**src/rtl/hb_pkg.sv**
```systemverilog
// Package: shared types and helpers for the host bridge decoder.
// Assumes 32-bit data; byte reversal is defined for that width.
package hb_pkg;

    typedef enum logic [2:0] {
        TGT_NONE,
        TGT_CFG_WIN,
        TGT_CFG_IDX,
        TGT_IACK,
        TGT_IDX_WR,
        TGT_IDX_RD
    } hb_target_e;

    typedef enum logic [1:0] {
        ST_IDLE,
        ST_CFG,
        ST_IACK,
        ST_RSP
    } hb_state_e;

    // Reverse the byte order of a 32-bit word.
    function automatic logic [31:0] bswap32(input logic [31:0] v);
        return {v[7:0], v[15:8], v[23:16], v[31:24]};
    endfunction

endpackage

```
**src/rtl/hb_idsel_enc.sv**
```systemverilog
// Priority encoder: returns the index of the lowest set select bit,
// or SEL_N when none is set. Purely combinational.
module hb_idsel_enc #(
    parameter int SEL_N = 11,
    parameter int OUT_W = $clog2(SEL_N + 1)
) (
    input  logic [SEL_N-1:0] sel,
    output logic [OUT_W-1:0] dev,
    output logic             none
);

    // Scan from the top down so the lowest set bit wins last.
    always_comb begin
        dev = OUT_W'(SEL_N);
        for (int i = SEL_N - 1; i >= 0; i--) begin
            if (sel[i]) dev = OUT_W'(i);
        end
    end

    // Flag the no-select case.
    assign none = (sel == '0);

endmodule

```
**src/rtl/hb_decode.sv**
```systemverilog
// Address decoder: classifies one request into a target and builds the
// direct-window configuration address. Combinational; assumes the window
// base is aligned to its power-of-two span.
module hb_decode
    import hb_pkg::*;
#(
    parameter logic [31:0] CFG_WIN_BASE = 32'h8080_0000,
    parameter logic [31:0] CFG_WIN_SPAN = 32'h0040_0000,
    parameter logic [31:0] IACK_ADDR    = 32'hBFFF_FFF0,
    parameter logic [31:0] IO_INDEX     = 32'h0000_0CF8,
    parameter logic [31:0] IO_DATA      = 32'h0000_0CFC,
    parameter int          SEL_LSB      = 11,
    parameter int          SEL_N        = 11
) (
    input  logic        is_io,
    input  logic        write,
    input  logic [31:0] addr,
    input  logic [1:0]  size,
    output hb_target_e  target,
    output logic        absent,
    output logic [31:0] win_cfg_addr
);

    localparam int DEV_W = $clog2(SEL_N + 1);

    logic [DEV_W-1:0] dev_num;
    logic             no_sel;
    logic             in_win;

    hb_idsel_enc #(.SEL_N(SEL_N), .OUT_W(DEV_W)) u_enc (
        .sel  (addr[SEL_LSB +: SEL_N]),
        .dev  (dev_num),
        .none (no_sel)
    );

    assign in_win = ((addr & ~(CFG_WIN_SPAN - 32'd1)) == CFG_WIN_BASE);

    // Device number above the untouched function/register bits.
    assign win_cfg_addr = (32'(dev_num) << SEL_LSB) | 32'(addr[SEL_LSB-1:0]);
    assign absent       = no_sel;

    // Pick the one target this request belongs to.
    always_comb begin
        target = TGT_NONE;
        if (is_io) begin
            if (addr == IO_INDEX)     target = write ? TGT_IDX_WR : TGT_IDX_RD;
            else if (addr == IO_DATA) target = TGT_CFG_IDX;
        end else begin
            if (in_win) target = TGT_CFG_WIN;
            else if (addr == IACK_ADDR && !write && size == 2'd0) target = TGT_IACK;
        end
    end

endmodule

```
**src/rtl/hb_irq_map.sv**
```systemverilog
// Interrupt router: ORs every device pin onto host line (pin+dev) mod 2,
// then registers each line once. Assumes pins are packed device-major.
module hb_irq_map #(
    parameter int NUM_DEV   = 4,
    parameter int NUM_PINS  = 4,
    parameter int NUM_LINES = 4,
    parameter int ROUTE_MOD = 2
) (
    input  logic                        clk,
    input  logic                        rst_n,
    input  logic [NUM_DEV*NUM_PINS-1:0] intx,
    output logic [NUM_LINES-1:0]        lines
);

    logic [NUM_LINES-1:0] merged;

    for (genvar l = 0; l < NUM_LINES; l++) begin : g_line
        // Collect every pin whose route lands on this line.
        always_comb begin
            merged[l] = 1'b0;
            for (int d = 0; d < NUM_DEV; d++) begin
                for (int p = 0; p < NUM_PINS; p++) begin
                    if (((p + d) % ROUTE_MOD) == l) merged[l] = merged[l] | intx[d*NUM_PINS+p];
                end
            end
        end
    end

    // Register the merged lines to strip combinational glitches.
    always_ff @(posedge clk) begin
        if (!rst_n) lines <= '0;
        else        lines <= merged;
    end

endmodule

```
**src/rtl/hb_addr_route.sv**
```systemverilog
// Host bridge address decoder top: accepts one request at a time, routes
// it to the configuration bus, the acknowledge stub or a local reply, and
// returns a one-cycle response. Assumes a single requester.
module hb_addr_route
    import hb_pkg::*;
#(
    parameter logic [31:0] CFG_WIN_BASE = 32'h8080_0000,
    parameter logic [31:0] CFG_WIN_SPAN = 32'h0040_0000,
    parameter logic [31:0] IACK_ADDR    = 32'hBFFF_FFF0,
    parameter logic [31:0] IO_INDEX     = 32'h0000_0CF8,
    parameter logic [31:0] IO_DATA      = 32'h0000_0CFC,
    parameter int          SEL_LSB      = 11,
    parameter int          SEL_N        = 11,
    parameter int          NUM_DEV      = 4,
    parameter int          NUM_PINS     = 4,
    parameter int          NUM_LINES    = 4,
    parameter int          VEC_W        = 8
) (
    input  logic                        clk,
    input  logic                        rst_n,
    input  logic                        req_valid,
    output logic                        req_ready,
    input  logic                        req_is_io,
    input  logic                        req_write,
    input  logic [31:0]                 req_addr,
    input  logic [1:0]                  req_size,
    input  logic [31:0]                 req_wdata,
    output logic                        rsp_valid,
    output logic [31:0]                 rsp_rdata,
    output logic                        cfg_valid,
    input  logic                        cfg_ready,
    output logic                        cfg_write,
    output logic [31:0]                 cfg_addr,
    output logic [31:0]                 cfg_wdata,
    input  logic [31:0]                 cfg_rdata,
    output logic                        iack_valid,
    input  logic                        iack_ready,
    input  logic [VEC_W-1:0]            iack_vector,
    input  logic [NUM_DEV*NUM_PINS-1:0] pci_intx,
    output logic [NUM_LINES-1:0]        host_irq
);

    localparam logic [31:0] ALL_ONES = '1;

    hb_target_e  tgt;
    logic        absent;
    logic [31:0] win_addr;
    hb_state_e   state;
    logic [31:0] index_q;
    logic        swap_q;
    logic        write_q;
    logic        accept;

    hb_decode #(
        .CFG_WIN_BASE (CFG_WIN_BASE),
        .CFG_WIN_SPAN (CFG_WIN_SPAN),
        .IACK_ADDR    (IACK_ADDR),
        .IO_INDEX     (IO_INDEX),
        .IO_DATA      (IO_DATA),
        .SEL_LSB      (SEL_LSB),
        .SEL_N        (SEL_N)
    ) u_dec (
        .is_io        (req_is_io),
        .write        (req_write),
        .addr         (req_addr),
        .size         (req_size),
        .target       (tgt),
        .absent       (absent),
        .win_cfg_addr (win_addr)
    );

    hb_irq_map #(
        .NUM_DEV   (NUM_DEV),
        .NUM_PINS  (NUM_PINS),
        .NUM_LINES (NUM_LINES),
        .ROUTE_MOD (2)
    ) u_irq (
        .clk   (clk),
        .rst_n (rst_n),
        .intx  (pci_intx),
        .lines (host_irq)
    );

    assign req_ready  = (state == ST_IDLE);
    assign accept     = req_valid && req_ready;
    assign cfg_valid  = (state == ST_CFG);
    assign iack_valid = (state == ST_IACK);
    assign rsp_valid  = (state == ST_RSP);
    assign cfg_write  = write_q;

    // Sequence one request from acceptance through its response pulse.
    always_ff @(posedge clk) begin
        if (!rst_n) begin
            state     <= ST_IDLE;
            index_q   <= '0;
            swap_q    <= 1'b0;
            write_q   <= 1'b0;
            cfg_addr  <= '0;
            cfg_wdata <= '0;
            rsp_rdata <= '0;
        end else begin
            case (state)
                ST_IDLE: begin
                    if (accept) begin
                        write_q <= req_write;
                        case (tgt)
                            TGT_CFG_WIN: begin
                                if (absent) begin
                                    rsp_rdata <= req_write ? '0 : ALL_ONES;
                                    state     <= ST_RSP;
                                end else begin
                                    cfg_addr  <= win_addr;
                                    cfg_wdata <= req_wdata;
                                    swap_q    <= 1'b0;
                                    state     <= ST_CFG;
                                end
                            end
                            TGT_CFG_IDX: begin
                                cfg_addr  <= index_q;
                                cfg_wdata <= bswap32(req_wdata);
                                swap_q    <= 1'b1;
                                state     <= ST_CFG;
                            end
                            TGT_IACK: state <= ST_IACK;
                            TGT_IDX_WR: begin
                                index_q   <= bswap32(req_wdata);
                                rsp_rdata <= '0;
                                state     <= ST_RSP;
                            end
                            TGT_IDX_RD: begin
                                rsp_rdata <= bswap32(index_q);
                                state     <= ST_RSP;
                            end
                            default: begin
                                rsp_rdata <= req_write ? '0 : ALL_ONES;
                                state     <= ST_RSP;
                            end
                        endcase
                    end
                end
                ST_CFG: begin
                    if (cfg_ready) begin
                        if (write_q)     rsp_rdata <= '0;
                        else if (swap_q) rsp_rdata <= bswap32(cfg_rdata);
                        else             rsp_rdata <= cfg_rdata;
                        state <= ST_RSP;
                    end
                end
                ST_IACK: begin
                    if (iack_ready) begin
                        rsp_rdata <= 32'(iack_vector);
                        state     <= ST_RSP;
                    end
                end
                default: state <= ST_IDLE;
            endcase
        end
    end

endmodule

```
**config.mk**
```make
export PLATFORM = sky130hd
export DESIGN_NAME = hb_addr_route
export DESIGN_NICKNAME = d
export VERILOG_FILES = /design/src/rtl/hb_pkg.sv /design/src/rtl/hb_idsel_enc.sv /design/src/rtl/hb_decode.sv /design/src/rtl/hb_irq_map.sv /design/src/rtl/hb_addr_route.sv
export SDC_FILE = /design/constraint.sdc
export NUM_CORES = 1
export LEC_CHECK = 0
export BUFFER_PORTS_ARGS = -buffer_cell sky130_fd_sc_hd__buf_4
export CAP_MARGIN = 20
export CELL_PAD_IN_SITES_DETAIL_PLACEMENT = 1
export CELL_PAD_IN_SITES_GLOBAL_PLACEMENT = 1
export CORE_MARGIN = 2
export CORE_UTILIZATION = 37
export DETAILED_ROUTE_END_ITERATION = 10
export GPL_TIMING_DRIVEN = 0
export HOLD_SLACK_MARGIN = 0.06
export PLACE_DENSITY_LB_ADDON = 0.1
export SETUP_SLACK_MARGIN = 0.3
export SYNTH_ARGS = -nofsm -noshare
export SYNTH_HDL_FRONTEND = slang
export SYNTH_SLANG_ARGS = --single-unit
```
**constraint.sdc**
```tcl
create_clock -name clk -period 3.15 [get_ports clk]
set_input_delay 0.315 -clock clk [delete_from_list [all_inputs] [get_ports clk]]
set_output_delay 0.315 -clock clk [all_outputs]
set_load 0.005 [all_outputs]
```
==> run metrics, run 1 <==
Synth Flop Type dfxtp_1; Hold Startpoint pci_intx[14]; layout cells sized above 1 33.2%; # H-tree levels 4; I/O pins around 230; Critical Path Fanout Max 10; dpl cells roughly 1,200; Fin. Hold Viols 0; via count 6,659; Syn. warnings 0; P_sw roughly 1.8 mW; Seq. cell area about 2700 um2; fin util 52.4%; Antenna Violating Nets Remaining 0; clock slew at reported path FFs approximately 0.06 ns; Chip Height about 140 um; leakage power figure between 3 and 4 nW; Post-synth EDFFs 0; WL/cell roughly 20 um; outcome complete, no violations; CP endpoint kind flip-flop; Post-Synthesis Cells 770; Async SR Flop Fraction 0%; unrepaired setup endpoints after global routing false; Residual DRC 0; placed inst area slightly below 9000 um2; max_slew headroom a little under half; combinational share of power roughly 30%; critical path type reg2reg; worst skew pair latency about 0.43 ns; FP Rows 49; core area roughly 18,000 um2; Clock Tree Root clkbuf_16; Max Cap Viol 0; clk sinks 134; Slew Limit Fails 0; Synth area leader dfxtp_1; Avg Inst Size Synth around 8.7 um2; Overflow after GRT 0; Routed WL about 26,000 um; Crit path required time 3.49 ns; Multi-input gate area roughly 3600 um2; die area 19,200 um2; FMAX approximately 380 MHz; Hold Crit Class in2reg; worst-margin pin slew 0.794 ns; WP data arrival 2.95 ns; ranking of synthesized cells by area dfxtp_1, mux2i_1, nand2_1; first-pass GRT wire length 39,200 um; fin area between 9000 and 10,000 um2; via/cell ratio about 5.3; Period Utilization, post-route 82.8%; CTS Buf Count 17; CTS tree yes; Yosys cell types 56; switching share of power a little under a third; post-detail-place hpwl between 15,000 and 20,000 um; initial antenna violation count 0; Die Wd roughly 140 um; hold-fix buffers at CTS 0; final net count 1,154; starting density of the core 37.5%; iteration count of the initial detailed-routing pass 5; Antenna Cells 0; Yosys reg bits 134; final setup TNS 0 ns; Layout Skew approximately 0.010 ns; Global Route Usage Sum a little over a quarter; sequential-to-total area share from yosys stat about 40%; Iter 0 DRT Violations roughly 320; endpoints failing setup 0; Layout area overhead 39.7%; top-area cell type share of the netlist area approximately two fifths; CP Launch Type flip-flop; VDD IR max 0.000414 V; Clock Power Share a little over a third; number of port buffers 231; hold slack approximately 0.14 ns; GP Congestion 0.837; Filler Cells Inserted between 2,000 and 2,500; path depth of the worst reg2reg path 9; internal power between 4 and 5 mW; Setup crit start state[0]; vias in the first global route 6,973; power per cell area around 630 nW/um2; power share of the sequential group roughly a third; Final Critical Period between 2 and 3 ns; CTS max path bufs 2; non-filler cells, final around 1,300; worst hold path depth 3; largest net degree at the start of global routing 17; synthesized area 6690 um2; worst r2r src state[0]
[layer usage]
layer  up-vias  part of all wire (%)  global-route usage [%]
met5         -                     0                       0
li1       3217                     -                       -
met3        31                   5.3                    4.81
met4         0                   1.7                    7.09
met2       220                    48                    44.6
met1      3191                    45                    34.0
[logic make-up after synthesis]
logic type / share of synthesized area (%)
and+or+nand+nor: 18.2
other: 0.0561
muxes: 15.4
buffers and inverters: 6.02
AOI/OAI and AO/OA: 19.5
adders and majority gates: 0.748
DFF: 40.1
[final timing paths]
check / end / slack (ns)
hold / removal: u_irq.lines[1] / 0.14
hold reg to reg: rsp_rdata[2] / 0.46
setup / recovery: rsp_rdata[11] / 0.54
setup reg to reg: rsp_rdata[11] / 0.54
[synth_stat cells (all sizes together), types with 4 or more instances]
| master | count |
|---|---|
| ha | 4 |
| o21ai | 62 |
| dfxtp | 134 |
| nor2 | 79 |
| a31oi | 8 |
| inv | 8 |
| nor3 | 10 |
| clkbuf | 33 |
| nand3 | 5 |
| nor4 | 9 |
| nand2 | 149 |
| a211oi | 46 |
| mux2i | 94 |
| a21oi | 42 |
| a22oi | 17 |
| buf | 24 |
| mux2 | 8 |
| nand4 | 7 |
[flip-flops by register name, summed over array words and instances (netlist names)]
signal,count
swap_q,1
state,2
cfg_wdata,32
u_irq.lines,2
index_q,32
rsp_rdata,32
cfg_addr,32
cfg_write,1
[power groups by stage]
stage / combinational, mW / clock [mW] / sequential, mW
2_1_floorplan: 0.958 / 0 / 2.02
3_3_place_gp: 1.68 / 0 / 2.03
3_5_place_dp: 1.70 / 0 / 2.04
4_1_cts: 1.72 / 2.17 / 2.00
5_1_grt: 1.85 / 2.24 / 2.02
6_report: 1.72 / 2.15 / 2.00
[timing repair]
action                     4_1_cts  5_1_grt
resized for setup                0        1
setup endpoints to repair        0        2
buffers inserted                 0        0
[cell usage in the layout, fill, tap and decap left out, types with 6 or more instances in the layout]
cell	Yosys	layout
buf_4	4	235
clkbuf_16	0	17
nand4_1	7	7
buf_2	10	10
a21oi_1	41	41
a22oi_1	17	17
clkbuf_1	29	30
nor2_1	78	78
nor3_1	9	9
buf_6	6	6
mux2_2	8	8
inv_1	8	8
nor4_1	7	7
dfxtp_1	134	134
o21ai_0	59	59
nand2_1	149	149
a211oi_1	16	16
a211oi_2	29	29
a31oi_1	8	8
mux2i_1	94	94
[layout make-up]
type	instances	area share, %
Sequential cell	134	28.7
Clock inverter	14	2.14
Multi-Input combinational cell	569	38.6
Clock buffer	18	4.59
Timing Repair Buffer	231	18.6
Inverter	8	0.321
Tap cell	229	3.07
Buffer	60	4.00
[worst max-delay path, stage by stage (launching register included)]
cell and delay (ns):
dfxtp_1 0.38, inv_1 0.09, ha_1 0.21, clkbuf_1 0.27, inv_1 0.12, o221ai_1 0.17, or2_2 0.35, a211oi_4 0.48
buf_8 0.23, mux2i_1 0.22
[stage by stage]
step	worst slack, ns	power, mW
after global placement	0.282	3.70
after detailed placement	0.256	3.74
after CTS	0.446	5.89
after global routing	0.400	6.11
after floorplan	0.843	2.98
final	0.543	5.86
No activity file was read; power rests on OpenSTA's default activity.
==> run 2, diff against run 1 <==
==> constraint.sdc (replaced) <==
create_clock -name clk -period 2.71 [get_ports clk]
set_input_delay 0.271 -clock clk [delete_from_list [all_inputs] [get_ports clk]]
set_output_delay 0.271 -clock clk [all_outputs]
set_load 0.005 [all_outputs]
==> run 2 against run 1 <==
- clock skew grew 0.00069 ns
- sequential power up 17%
- clock power grew 16%
- largest power group unchanged
==> run metrics, run 2 (synthesized netlist as in run 1, its figures left out) <==
Global Route Usage Sum 26.2% (was 26.1%); Hold Startpoint pci_intx[14] (unchanged); worst reg-to-reg setup slack 0.42 ns (was 0.54 ns); layout cells sized above 1 34.5% (was 33.2%); starting density of the core 37.5% (unchanged); first-pass GRT wire length 39,300 um (was 39,200 um); Antenna Cells 0 (unchanged); Max Cap Viol 0 (unchanged); Routed WL 25,600 um (was 25,500 um); I/O pins 234 (unchanged); Critical Path Fanout Max 10 (unchanged); leakage power figure 3.65 nW (was 3.61 nW); critical path type in2reg (was reg2reg); worst r2r src state[1] (was state[0]); largest net degree at the start of global routing 17 (unchanged); non-filler cells, final 1,264 (was 1,263); post-detail-place hpwl 20,000 um (unchanged); worst skew pair latency 0.43 ns (about the same); Hold Path Sink u_irq.lines[1] (unchanged); max_slew headroom 45.3% (was 46.7%); Final Critical Period between 2 and 2.5 ns; Iter 0 DRT Violations 320 (was 319); via count 6,690 (was 6,659); iteration count of the initial detailed-routing pass 5 (unchanged); die area 19,200 um2 (unchanged); Layout area overhead 40.5% (was 39.7%); # H-tree levels 4 (unchanged); Antenna Violating Nets Remaining 0 (unchanged); fin area 9400 um2 (was 9340 um2); Crit path required time 2.99 ns (was 3.49 ns); commonest cells after routing, fill and taps aside buf_4, nand2_1, dfxtp_1 (unchanged); via/cell ratio 5.29 (was 5.27); placed inst area 8710 um2 (unchanged); CP Launch Type input port (was flip-flop); Die Wd 138 um (unchanged); vias in the first global route 6,977 (was 6,973); hold-fix buffers at CTS 0 (unchanged); CP endpoint kind flip-flop (unchanged); outcome complete, no violations (unchanged); Period Utilization, post-route around 85%; Seq. cell area 2680 um2 (about the same); clock slew at reported path FFs 0.06 ns (about the same); Layout Skew 0.0110 ns (was 0.0103 ns); fin util 52.7% (was 52.4%); dpl cells 1,231 (unchanged); unrepaired setup endpoints after global routing true (was false); Chip Height 138 um (unchanged); CTS Buf Count 17 (unchanged); VDD IR max 0.000480 V (was 0.000414 V); Multi-input gate area 3630 um2 (was 3610 um2); WL/cell 20.2 um (about the same); GP Congestion 0.837 (unchanged); CTS max path bufs 2 (unchanged); WP data arrival 2.59 ns (was 2.95 ns); final setup TNS 0 ns (unchanged); number of port buffers 231 (unchanged); core area 17,800 um2 (unchanged); FMAX 434 MHz; Slew Limit Fails 0 (unchanged); worst hold path depth 3 (unchanged); clk sinks 134 (unchanged); total power 6.88 mW (was 5.86 mW); worst-margin pin slew 0.821 ns (was 0.794 ns); path depth of the worst reg2reg path 6 (was 9); final net count 1,155 (was 1,154); Filler Cells Inserted 2,108 (was 2,117); power per cell area 732 nW/um2 (was 628 nW/um2); Overflow after GRT 0 (unchanged); commonest non-fill, non-tap cell in the layout buf_4 (unchanged); Hold Crit Class in2reg (unchanged); Fin. Hold Viols 0 (unchanged); worst reg2reg path endpoint rsp_rdata[5] (was rsp_rdata[11]); CTS tree yes (unchanged); endpoints failing setup 0 (unchanged); Residual DRC 0 (unchanged); Clock Tree Root clkbuf_16 (unchanged); FP Rows 49 (unchanged); initial antenna violation count 0 (unchanged)
run 2: cell count changes in the layout (fill, tap and decap cells not counted), sizes merged:
cell | previous run | this run
buf | 254 | 258
clkbuf | 52 | 49
run 2: how the worst max path moves through the flow:
stage | from | end | cells after the start
2_1_floorplan | req_addr[15] | rsp_rdata[20] | 7
3_3_place_gp | req_addr[12] | cfg_wdata[4] | 8
3_5_place_dp | req_addr[12] | cfg_wdata[28] | 8
4_1_cts | req_addr[12] | cfg_addr[3] | 8
5_1_grt | swap_q | rsp_rdata[13] | 7
6_report | req_addr[15] | cfg_addr[3] | 8
run 2: final cells by class:
class | instances | share of cell area [%]
multi-input cells | 569 | 38.6
flip-flops and latches | 134 | 28.6
repair buffers | 232 | 18.7
clock buffers | 18 | 4.57
plain buffers | 60 | 4.09
well taps | 229 | 3.05
clock inverters | 14 | 2.13
inverters | 8 | 0.320
run 2: power by group:
part	switching (mW)	internal, mW
registers	0.138	2.19
clock network	0.945	1.55
logic	1.08	0.984
total	2.16	4.72
run 2: worst max-delay path, cell delays in order:
cell,delay [ns]
buf_4,0.13
or4_4,0.58
nor4_4,0.24
nand4_1,0.27
a21oi_4,0.36
buf_2,0.36
buf_4,0.28
a211oi_2,0.09
run 2: per-layer routing:
layer / up-vias / wire [um] / track usage, %
met5: - / 0 / 0
met1: 3216 / 11500 / 34.0
met3: 35 / 1370 / 4.81
met2: 226 / 12300 / 44.7
met4: 0 / 433 / 7.09
li1: 3213 / - / -
run 2: through the flow:
stage / hold WS (ns) / setup slack, ns
2_1_floorplan: 0.411 / 0.447
3_3_place_gp: 0.444 / -0.114
3_5_place_dp: 0.447 / -0.140
4_1_cts: 0.0881 / 0.314
5_1_grt: 0.105 / 0.294
6_report: 0.0930 / 0.405
run 2: what timing repair did:
item                       in CTS  in global routing
buffers inserted                1                  0
setup endpoints to repair      32                 98
resized for setup               3                 20
pin swaps                       1                  0
